## config.mk

```make
export PLATFORM = sky130hd
export DESIGN_NAME = i2c_reg_target
export DESIGN_NICKNAME = d
export VERILOG_FILES = /design/src/rtl/i2c_tgt_pkg.sv /design/src/rtl/i2c_line_filter.sv /design/src/rtl/i2c_bus_events.sv /design/src/rtl/i2c_reg_bank.sv /design/src/rtl/i2c_reg_target.sv
export SDC_FILE = /design/constraint.sdc
export NUM_CORES = 1
export LEC_CHECK = 0
export BUFFER_PORTS_ARGS = -buffer_cell sky130_fd_sc_hd__buf_2
export CAP_MARGIN = 20
export CORE_UTILIZATION = 52
export DETAILED_ROUTE_END_ITERATION = 8
export GPL_TIMING_DRIVEN = 0
export PLACE_DENSITY_LB_ADDON = 0.25
export RECOVER_POWER = 100
export SLEW_MARGIN = 20
export SYNTH_ARGS = -nofsm -noshare
export SYNTH_HDL_FRONTEND = slang
export SYNTH_SLANG_ARGS = --single-unit
```

## constraint.sdc

```tcl
create_clock -name clk -period 6.6 [get_ports clk]
set_input_delay 0.33 -clock clk [delete_from_list [all_inputs] [get_ports clk]]
set_output_delay 0.33 -clock clk [all_outputs]
set_load 0.005 [all_outputs]
```

## src/rtl/i2c_tgt_pkg.sv

```systemverilog
package i2c_tgt_pkg;

   localparam logic [6:0] TGT_DEV_ID = 7'b1000100;
   localparam int         BYTE_W     = 8;

   typedef enum logic [3:0] {
      ST_HOLD,
      ST_IDLE,
      ST_ADDR,
      ST_ADDR_ACK,
      ST_REG,
      ST_REG_ACK,
      ST_WDATA,
      ST_WDATA_ACK,
      ST_RDATA,
      ST_RD_ACK,
      ST_IGNORE
   } tgt_state_e;

   typedef struct packed {
      logic scl_rise;
      logic scl_fall;
      logic start;
      logic stop;
   } bus_evt_t;

endpackage

```

## src/rtl/i2c_line_filter.sv

```systemverilog
module i2c_line_filter #(
   parameter int LINES  = 2,
   parameter bit FILTER = 1'b1
) (
   input  logic             clk,
   input  logic             rst,
   input  logic [LINES-1:0] raw,
   output logic [LINES-1:0] clean
);

   for (genvar g = 0; g < LINES; g++) begin : g_line
      logic s1, s2;

      always_ff @(posedge clk) begin
         if (rst) begin
            s1 <= 1'b1;
            s2 <= 1'b1;
         end else begin
            s1 <= raw[g];
            s2 <= s1;
         end
      end

      if (FILTER) begin : g_glitch
         logic s3, f;
         always_ff @(posedge clk) begin
            if (rst) begin
               s3 <= 1'b1;
               f  <= 1'b1;
            end else begin
               s3 <= s2;
               if (s2 == s3) f <= s2;
            end
         end
         assign clean[g] = f;
      end else begin : g_plain
         logic f;
         always_ff @(posedge clk) begin
            if (rst) f <= 1'b1;
            else     f <= s2;
         end
         assign clean[g] = f;
      end
   end

endmodule

```

## src/rtl/i2c_bus_events.sv

```systemverilog
module i2c_bus_events
   import i2c_tgt_pkg::*;
(
   input  logic     clk,
   input  logic     rst,
   input  logic     scl,
   input  logic     sda,
   output bus_evt_t evt
);

   logic scl_q, sda_q;

   always_ff @(posedge clk) begin
      if (rst) begin
         scl_q <= 1'b1;
         sda_q <= 1'b1;
      end else begin
         scl_q <= scl;
         sda_q <= sda;
      end
   end

   always_comb begin
      evt.scl_rise = scl & ~scl_q;
      evt.scl_fall = ~scl & scl_q;
      evt.start    = scl & scl_q & sda_q & ~sda;
      evt.stop     = scl & scl_q & ~sda_q & sda;
   end

endmodule

```

## src/rtl/i2c_reg_bank.sv

```systemverilog
module i2c_reg_bank #(
   parameter int DEPTH = 16,
   parameter int WIDTH = 8,
   localparam int AW   = $clog2(DEPTH)
) (
   input  logic             clk,
   input  logic             rst,
   input  logic             we,
   input  logic [AW-1:0]    waddr,
   input  logic [WIDTH-1:0] wdata,
   input  logic [AW-1:0]    raddr_a,
   output logic [WIDTH-1:0] rdata_a,
   input  logic [AW-1:0]    raddr_b,
   output logic [WIDTH-1:0] rdata_b
);

   logic [WIDTH-1:0] mem [DEPTH];

   for (genvar g = 0; g < DEPTH; g++) begin : g_word
      always_ff @(posedge clk) begin
         if (rst)                          mem[g] <= '0;
         else if (we && waddr == AW'(g))   mem[g] <= wdata;
      end
   end

   assign rdata_a = mem[raddr_a];
   assign rdata_b = mem[raddr_b];

endmodule

```

## src/rtl/i2c_reg_target.sv

```systemverilog
module i2c_reg_target
   import i2c_tgt_pkg::*;
#(
   parameter int NUM_REGS       = 16,
   parameter int PWRUP_CYCLES   = 256,
   parameter int WR_HOLD_CYCLES = 1024,
   parameter bit GLITCH_FILTER  = 1'b1,
   localparam int AW            = $clog2(NUM_REGS),
   localparam int HOLD_MAX      = (PWRUP_CYCLES > WR_HOLD_CYCLES) ? PWRUP_CYCLES : WR_HOLD_CYCLES,
   localparam int HW            = $clog2(HOLD_MAX + 1)
) (
   input  logic              clk,
   input  logic              rst,
   input  logic              scl_in,
   input  logic              sda_in,
   output logic              sda_oe,
   input  logic [AW-1:0]     reg_rd_addr,
   output logic [BYTE_W-1:0] reg_rd_data,
   output logic              wr_strobe,
   output logic [AW-1:0]     wr_addr,
   output logic [BYTE_W-1:0] wr_data
);

   if (NUM_REGS < 2 || NUM_REGS > 256 || (NUM_REGS & (NUM_REGS - 1)) != 0) begin : g_bad_regs
      $error("NUM_REGS must be a power of two from 2 to 256");
   end
   if (PWRUP_CYCLES < 1 || WR_HOLD_CYCLES < 1) begin : g_bad_hold
      $error("hold windows must be at least one cycle");
   end

   // line conditioning and bus events
   logic [1:0] lines_f;
   logic       scl_f, sda_f;
   bus_evt_t   evt;

   i2c_line_filter #(.LINES(2), .FILTER(GLITCH_FILTER)) u_filt (
      .clk   (clk),
      .rst   (rst),
      .raw   ({scl_in, sda_in}),
      .clean (lines_f)
   );
   assign scl_f = lines_f[1];
   assign sda_f = lines_f[0];

   i2c_bus_events u_evt (
      .clk (clk),
      .rst (rst),
      .scl (scl_f),
      .sda (sda_f),
      .evt (evt)
   );

   // control state
   tgt_state_e        state;
   logic [3:0]        bit_cnt;
   logic [BYTE_W-1:0] shreg;
   logic [AW-1:0]     ptr;
   logic              rd_mode;
   logic              first_wr;
   logic              wrote;
   logic              mst_ack;
   logic              oe_q;
   logic [HW-1:0]     hold_cnt;
   logic              stb_q;
   logic [AW-1:0]     stb_addr;
   logic [BYTE_W-1:0] stb_data;

   logic [AW-1:0]     ptr_next;
   logic [AW-1:0]     bus_raddr;
   logic [BYTE_W-1:0] bus_rdata;
   logic [AW-1:0]     commit_addr;
   logic              byte_done;
   logic              hold_active;

   assign ptr_next    = AW'(ptr + 1'b1);
   assign bus_raddr   = (state == ST_RD_ACK) ? ptr_next : ptr;
   assign commit_addr = first_wr ? ptr : ptr_next;
   assign byte_done   = evt.scl_fall && (bit_cnt == 4'd8);
   assign hold_active = (state == ST_HOLD);

   always_ff @(posedge clk) begin
      if (rst) begin
         state    <= ST_HOLD;
         hold_cnt <= HW'(PWRUP_CYCLES);
         bit_cnt  <= '0;
         shreg    <= '0;
         ptr      <= '0;
         rd_mode  <= 1'b0;
         first_wr <= 1'b0;
         wrote    <= 1'b0;
         mst_ack  <= 1'b0;
         oe_q     <= 1'b0;
         stb_q    <= 1'b0;
         stb_addr <= '0;
         stb_data <= '0;
      end else begin
         stb_q <= 1'b0;
         if (state == ST_HOLD) begin
            oe_q <= 1'b0;
            if (hold_cnt == '0) state <= ST_IDLE;
            else                hold_cnt <= hold_cnt - 1'b1;
         end else if (evt.stop) begin
            oe_q  <= 1'b0;
            wrote <= 1'b0;
            if (wrote) begin
               state    <= ST_HOLD;
               hold_cnt <= HW'(WR_HOLD_CYCLES);
            end else begin
               state <= ST_IDLE;
            end
         end else if (evt.start) begin
            state   <= ST_ADDR;
            bit_cnt <= '0;
            oe_q    <= 1'b0;
         end else begin
            unique case (state)
               ST_ADDR, ST_REG, ST_WDATA: begin
                  if (evt.scl_rise) begin
                     shreg   <= {shreg[BYTE_W-2:0], sda_f};
                     bit_cnt <= bit_cnt + 1'b1;
                  end else if (byte_done) begin
                     if (state == ST_ADDR) begin
                        if (shreg[BYTE_W-1:1] == TGT_DEV_ID) begin
                           rd_mode <= shreg[0];
                           oe_q    <= 1'b1;
                           state   <= ST_ADDR_ACK;
                        end else begin
                           state <= ST_IGNORE;
                        end
                     end else begin
                        oe_q  <= 1'b1;
                        state <= (state == ST_REG) ? ST_REG_ACK : ST_WDATA_ACK;
                     end
                  end
               end
               ST_ADDR_ACK: begin
                  if (evt.scl_fall) begin
                     bit_cnt <= '0;
                     if (rd_mode) begin
                        shreg <= bus_rdata;
                        oe_q  <= ~bus_rdata[BYTE_W-1];
                        state <= ST_RDATA;
                     end else begin
                        oe_q  <= 1'b0;
                        state <= ST_REG;
                     end
                  end
               end
               ST_REG_ACK: begin
                  if (evt.scl_fall) begin
                     oe_q     <= 1'b0;
                     bit_cnt  <= '0;
                     ptr      <= shreg[AW-1:0];
                     first_wr <= 1'b1;
                     state    <= ST_WDATA;
                  end
               end
               ST_WDATA_ACK: begin
                  if (evt.scl_fall) begin
                     oe_q     <= 1'b0;
                     bit_cnt  <= '0;
                     ptr      <= commit_addr;
                     first_wr <= 1'b0;
                     wrote    <= 1'b1;
                     stb_q    <= 1'b1;
                     stb_addr <= commit_addr;
                     stb_data <= shreg;
                     state    <= ST_WDATA;
                  end
               end
               ST_RDATA: begin
                  if (evt.scl_rise) begin
                     bit_cnt <= bit_cnt + 1'b1;
                  end else if (byte_done) begin
                     oe_q  <= 1'b0;
                     state <= ST_RD_ACK;
                  end else if (evt.scl_fall) begin
                     shreg <= {shreg[BYTE_W-2:0], 1'b0};
                     oe_q  <= ~shreg[BYTE_W-2];
                  end
               end
               ST_RD_ACK: begin
                  if (evt.scl_rise) begin
                     mst_ack <= ~sda_f;
                  end else if (evt.scl_fall) begin
                     if (mst_ack) begin
                        ptr     <= ptr_next;
                        shreg   <= bus_rdata;
                        oe_q    <= ~bus_rdata[BYTE_W-1];
                        bit_cnt <= '0;
                        state   <= ST_RDATA;
                     end else begin
                        state <= ST_IGNORE;
                     end
                  end
               end
               default: ;
            endcase
         end
      end
   end

   i2c_reg_bank #(.DEPTH(NUM_REGS), .WIDTH(BYTE_W)) u_bank (
      .clk     (clk),
      .rst     (rst),
      .we      (stb_q),
      .waddr   (stb_addr),
      .wdata   (stb_data),
      .raddr_a (bus_raddr),
      .rdata_a (bus_rdata),
      .raddr_b (reg_rd_addr),
      .rdata_b (reg_rd_data)
   );

   assign sda_oe    = oe_q;
   assign wr_strobe = stb_q;
   assign wr_addr   = stb_addr;
   assign wr_data   = stb_data;

endmodule

```

Word level (Yosys, flattened, before mapping)
Memory sizes are Yosys's and may differ from the RTL's.
Index checks and enable logic that the tools add are counted.
Widths: inputs -> output; s select.
- memories: 1
- output and inout bits: 22
- logic and storage cells: 301
- bits in registers: 59
- memory bits (writable): 128
- input bits: 8
- memory list (memory ; words ; bits a word ; read ports ; clocked after memory_dff ; write ports ; RTL line ; RTL):
    u_bank.mem ; 16 ; 8 ; 2 ; 0 ; 16 ; i2c_reg_bank.sv:17 ; logic [WIDTH-1:0] mem [DEPTH];
- muxes and demuxes: 134
- add/sub/neg operators: 3
- bitwise logic cells: 34
- eq/ne operators: 59
- reduce and logical (&&, ||, !) cells: 47
- operator list (operator ; count):
    $mux 8 ; 25
    $mux 4 ; 28
    $mux 1 ; 69
    $eq 4x4->1 const B ; 11
    $mux 11 ; 4
    $ne 5x5->1 const B ; 7
    $eq 4x3->1 const B ; 8
    $pmux 8 s4 ; 1
    $ne 2x2->1 const B ; 15
    $pmux 4 s3 ; 2
    $pmux 4 s5 ; 1
    $logic_and 1x1->1 ; 17
    $eq 4x2->1 const B ; 4
    $or 1x1->1 ; 16
    $reduce_and 8->1 ; 2
    $ne 3x3->1 const B ; 5
    $reduce_and 13->1 ; 1
    $logic_not 11->1 ; 1
    $not 1->1 ; 11
    $reduce_and 11->1 ; 1
    $sub 11x1->11 const B ; 1
    $reduce_and 10->1 ; 1
    $reduce_and 5->1 ; 2
    $reduce_bool 2->1 ; 5
    other kinds (24) ; 39

Longest topological paths before layout
- word-level depth: 9
- depth in mapped cells: 14
- depth with buffers taken out: 10

By module
A second synthesis with hierarchy kept.
- cell total of the unflattened synthesis: 845
- area, all modules: 10177.3 um2
- modules (own cells, without submodules) (module ; seq. area each (um2) ; area each (um2) ; times used ; cells an instance):
    i2c_reg_bank ; 3843.7 ; 6856.6 ; 1 ; 454
    i2c_reg_target ; 980.9 ; 2969.1 ; 1 ; 360
    i2c_line_filter ; 160.2 ; 266.5 ; 1 ; 23
    i2c_bus_events ; 40.0 ; 85.1 ; 1 ; 8

Worst setup path before layout
OpenSTA, ideal clock, no wires.
- path kind: register to register
- start: register state[1]
- end: register shreg[7]
- path buffers: 4
- setup time: 91 ps
- stages on the path, launching flop included: 14
- period minus slack after synthesis: 2829 ps
- required time: 6509 ps
- arrival time: 2738 ps
- path slack: 3771 ps
- cells stage by stage: dfxtp_1 buf_2 nand4bb_1 inv_1 buf_1 ha_1 clkbuf_1 clkbuf_1 nand3_1 o21ai_0 a2111oi_0 a31oi_1 and3_1 a311oi_1
- word-level cells in the longest chain between the ends: 7
- elaborated cells between the ends (all ways): 28
- classes of those cells: eq/ne (15); mux (7); bitwise (1); reduce/logical (4); memory (1)
- ends and longest elaborated chain (item ; RTL line ; RTL):
    start: declaration ; i2c_reg_target.sv:54 ; tgt_state_e state;
    start signal: assignment ; i2c_reg_target.sv:132 ; state <= (state == ST_REG) ? ST_REG_ACK : ST_WDATA_ACK;
    $eq 4x4->1 ; i2c_reg_target.sv:76, i2c_reg_target.sv:116 ;
    $mux 4 ; i2c_reg_target.sv:76 ; assign bus_raddr = (state == ST_RD_ACK) ? ptr_next : ptr;
    $mem_v2 16x8 ; -- ;
    $mux 8 ; i2c_reg_target.sv:186 ; if (mst_ack) begin
    $mux 8 ; i2c_reg_target.sv:185 ; end else if (evt.scl_fall) begin
    $mux 8 ; i2c_reg_target.sv:183 ; if (evt.scl_rise) begin
    $pmux 8 s4 ; i2c_reg_target.sv:116 ; unique case (state)
    end signal: assignment ; i2c_reg_target.sv:119 ; shreg <= {shreg[BYTE_W-2:0], sda_f};
    end signal: assignment ; i2c_reg_target.sv:178 ; shreg <= {shreg[BYTE_W-2:0], 1'b0};
    end signal: assignment ; i2c_reg_target.sv:188 ; shreg <= bus_rdata;
    end: declaration ; i2c_reg_target.sv:56 ; logic [BYTE_W-1:0] shreg;
Several ways; a longest one is shown, not always the timed one. The select of a mux whose other input is x is not followed.
A chain may end at the register's enable or synchronous reset.

Worst setup path after layout
- start: register state[1]
- end: register shreg[0]
Same word-level chain as after synthesis.

==> impl_metrics.toml <==
[placed_design]
dp_cells = 1263
port-buffer-count = 24
place_congestion = 0.993
dp_hpwl_um = 21900
dpl_cell_area_sq_um = 10800

[timing]
finalHoldViolCount = 0
period_needed_ps = 4190
tns_ps = 0
worst_pin_slew_ps = 1550
fmax_mhz = 239
period_share_pct = 63.5
setup_violations = 0
relSlewSlack_pct = -6.11
rsz0062_at_grt = "false"
finalMaxSlewViolations = 8
skew_ps = 18.5

[pwr]
irDropWorstVdd_v = 0.000173
sequentialPowerShare_pct = 48.3
p_comb_share_pct = 14.1
power.density_nw_per_um2 = 247
p_leak_nw = 3.83
switching_power_uw = 781
fin_total_pwr_mw = 2.80
internal_power_mw = 2.02
p_clk_share_pct = 37.6
netSwitchingFraction_pct = 27.9

[clock_tree]
cts_max_level = 4
post_cts_resized = 0
cts_hold_buf = 0
clkLatencyLatePin_ps = 440
clk_pin_slew_ps = 80
cts.sinks = 187
cts_buffer_depth = 2
cts-root-buf = "clkbuf_16"
cts_setup_buffers = 0
tritoncts = "done"
cts_buffers = 17

[yosys]
async_reset_ff_share_pct = 0
netlist.area_leader.share_pct = 37.2
synth_mux_area_share_pct = 12.3
yosysSeqAreaShare_pct = 48.7
syn_area_sq_um = 10300
avgSynthCellArea_sq_um = 10.6
synthSimpleGateAreaFrac_pct = 24.3
synth-xor-area-share_pct = 1.36
syn_inst = 974
synth_common_cells = "136 x and2_1, 128 x edfxtp_1, 95 x nand2_1, 59 x dfxtp_1, 59 x nor2_1"
synth_area_leaders = "edfxtp_1 37%, dfxtp_1 11%, mux4_2 10%, and2_1 8.2%, nand2_1 3.5%"
synth_fp_nets = 988
ys_warn_count = 0
synth-seq-cells = 187
yosys_most_used_dff = "edfxtp_1"
synth_top_family_by_area = "simple AND/OR/NAND/NOR gates"
synth_edf_count = 128
synth.distinct_cells = 65
synth_compound_area_share_pct = 9.58
yosysMostFrequentCell = "and2_1"
synth_top_cell_by_area = "edfxtp_1"
synthAdderAreaFrac_pct = 0.727

[finish]
diodes = 0
syn_to_final_growth_pct = 9.66
stdcell_count = 1295
fillers = 1665
drive_above_1_share_pct = 11.5
nets = 1031
finalInstanceArea_sq_um = 11300

[die]
ios = 30
coreArea_sq_um = 19500
row_count = 51
start_util_pct = 53.1
die_x_um = 143
fp.dieArea_sq_um = 20400
die_h_um = 143

[worst_setup_path]
crit_fanout = 10
end_kind = "flop"
startpoint_type = "flop"
critical_path_arrival_ps = 4490
cp.required_ps = 6900
path_class = "flop to flop"

[hold_path]
hold_path_class = "primary input to flop"

[detailed_routing]
route.detailed.drc = 0
via_per_inst = 6.26
wl_per_cell_um = 23.1
firstDrtPassIters = 6
num_vias = 8103
drt_iter0_drc = 1039
drt-total-wl_um = 29900
ant_nets = 0

[global_route]
grt_start_max_net_pins = 20
grt_antenna_before_repair = 1
overflow = 0
grtUsageTotal_pct = 30.5
grt_pass1_wl_um = 44600
grt_pass1_vias = 7508

[status]
violations = "capacitance limit, slew limit"
outcome = "finished with violations"

[flow_run]
maxCapViolations = 2
registers in the layout, indices dropped and copies added (netlist names):
| name | cells |
|---|---|
| u_bank.mem | 128 |
| u_filt.g_line.g_glitch.s3 | 2 |
| mst_ack | 1 |
| hold_cnt | 11 |
| u_filt.g_line.g_glitch.f | 2 |
| wr_data | 8 |
| ptr | 4 |
| rd_mode | 1 |
| u_filt.g_line.s2 | 2 |
| state | 4 |
| u_evt.scl_q | 1 |
| wr_addr | 4 |
| wr_strobe | 1 |
| bit_cnt | 4 |
| sda_oe | 1 |
| u_evt.sda_q | 1 |
| first_wr | 1 |
| wrote | 1 |
| u_filt.g_line.s1 | 2 |
| shreg | 8 |
power groups by stage:
stage	combinational, mW	sequential (mW)	clock, mW
6_report	0.396	1.35	1.05
5_1_grt	0.435	1.36	1.10
4_1_cts	0.417	1.35	1.05
3_5_place_dp	0.415	1.38	0
3_3_place_gp	0.411	1.38	0
2_1_floorplan	0.329	1.36	0
cell usage in the layout (no fill, tap or decap), types with 4 or more instances in the layout:
cell / netlist / final
ha_1: 6 / 6
xor2_1: 6 / 6
nor2b_1: 5 / 5
buf_1: 11 / 8
nand4b_1: 4 / 4
and3_1: 17 / 17
a21oi_1: 37 / 37
buf_2: 5 / 15
or3_1: 4 / 4
nand4_1: 9 / 9
nor2_1: 59 / 59
nor3_1: 26 / 26
a21o_1: 6 / 6
and2_0: 1 / 108
nand3_1: 53 / 53
nand2_1: 95 / 95
a31oi_1: 11 / 11
dfxtp_1: 59 / 59
and2_1: 136 / 30
inv_6: 0 / 6
or2_2: 10 / 10
mux2i_1: 15 / 15
xnor2_1: 10 / 10
clkbuf_1: 50 / 68
mux4_2: 48 / 48
o21bai_1: 14 / 14
edfxtp_1: 128 / 128
nand2b_1: 18 / 18
nand3b_1: 7 / 7
nor4_1: 6 / 5
a211oi_1: 17 / 17
o21ai_0: 32 / 32
clkbuf_16: 0 / 17
o22ai_1: 8 / 8
inv_1: 18 / 18
area by class of cell:
cell class              count  area, sq um  area share (%)
clock buffers              18          429            3.79
inverters                  19         71.3           0.630
well taps                 265          332            2.93
clock inverters            14          173            1.52
plain buffers              66          253            2.23
multi-input cells         702         4940            43.6
repair buffers             24          104           0.917
flip-flops and latches    187         5020            44.4
per-layer routing:
layer  track usage [%]  part of all wire [%]
met1              40.3                    39
met2              49.3                    48
met3              4.83                   9.3
met4              13.9                   3.7
met5                 0                     0
final timing paths:
kind / from / endpoint / slack, ps / cells past startpoint
min: scl_in / u_filt.g_line[1].s1 / 70 / 2
max: state[1] / shreg[0] / 2410 / 12
min reg2reg: u_filt.g_line[1].s1 / u_filt.g_line[1].s2 / 410 / 1
max reg2reg: state[1] / shreg[0] / 2410 / 12
per-stage QoR:
stage | hold WS (ps) | utilization (%) | setup WS [ps]
CTS | 63.0 | 58.5 | 2650
global route | 68.4 | 58.2 | 2120
finish | 67.3 | 58.2 | 2410
global placement | 394 | 55.4 | 2690
detailed placement | 395 | 55.4 | 2670
floorplan | 389 | - | 3770
kinds of logic (layout without fill, tap and decap cells):
kind of cell | count (synthesis) | count (layout)
flip-flops | 187 | 187
AO/OA/AOI/OAI | 148 | 148
adder cells (fa/ha/maj) | 6 | 6
AND/OR/NAND/NOR | 466 | 466
multiplexers | 66 | 66
buffers and inverters | 85 | 141
XOR/XNOR | 16 | 16
worst max-delay path, stage by stage (launching register included):
cell,delay (ps)
dfxtp_1,320
clkbuf_1,230
nand4bb_1,510
inv_1,290
clkbuf_1,410
ha_1,340
clkbuf_1,170
clkbuf_1,260
clkbuf_1,310
a31oi_1,720
nand3_1,160
nand4_1,200
o22ai_1,110
(Power assumes the default switching activity.)
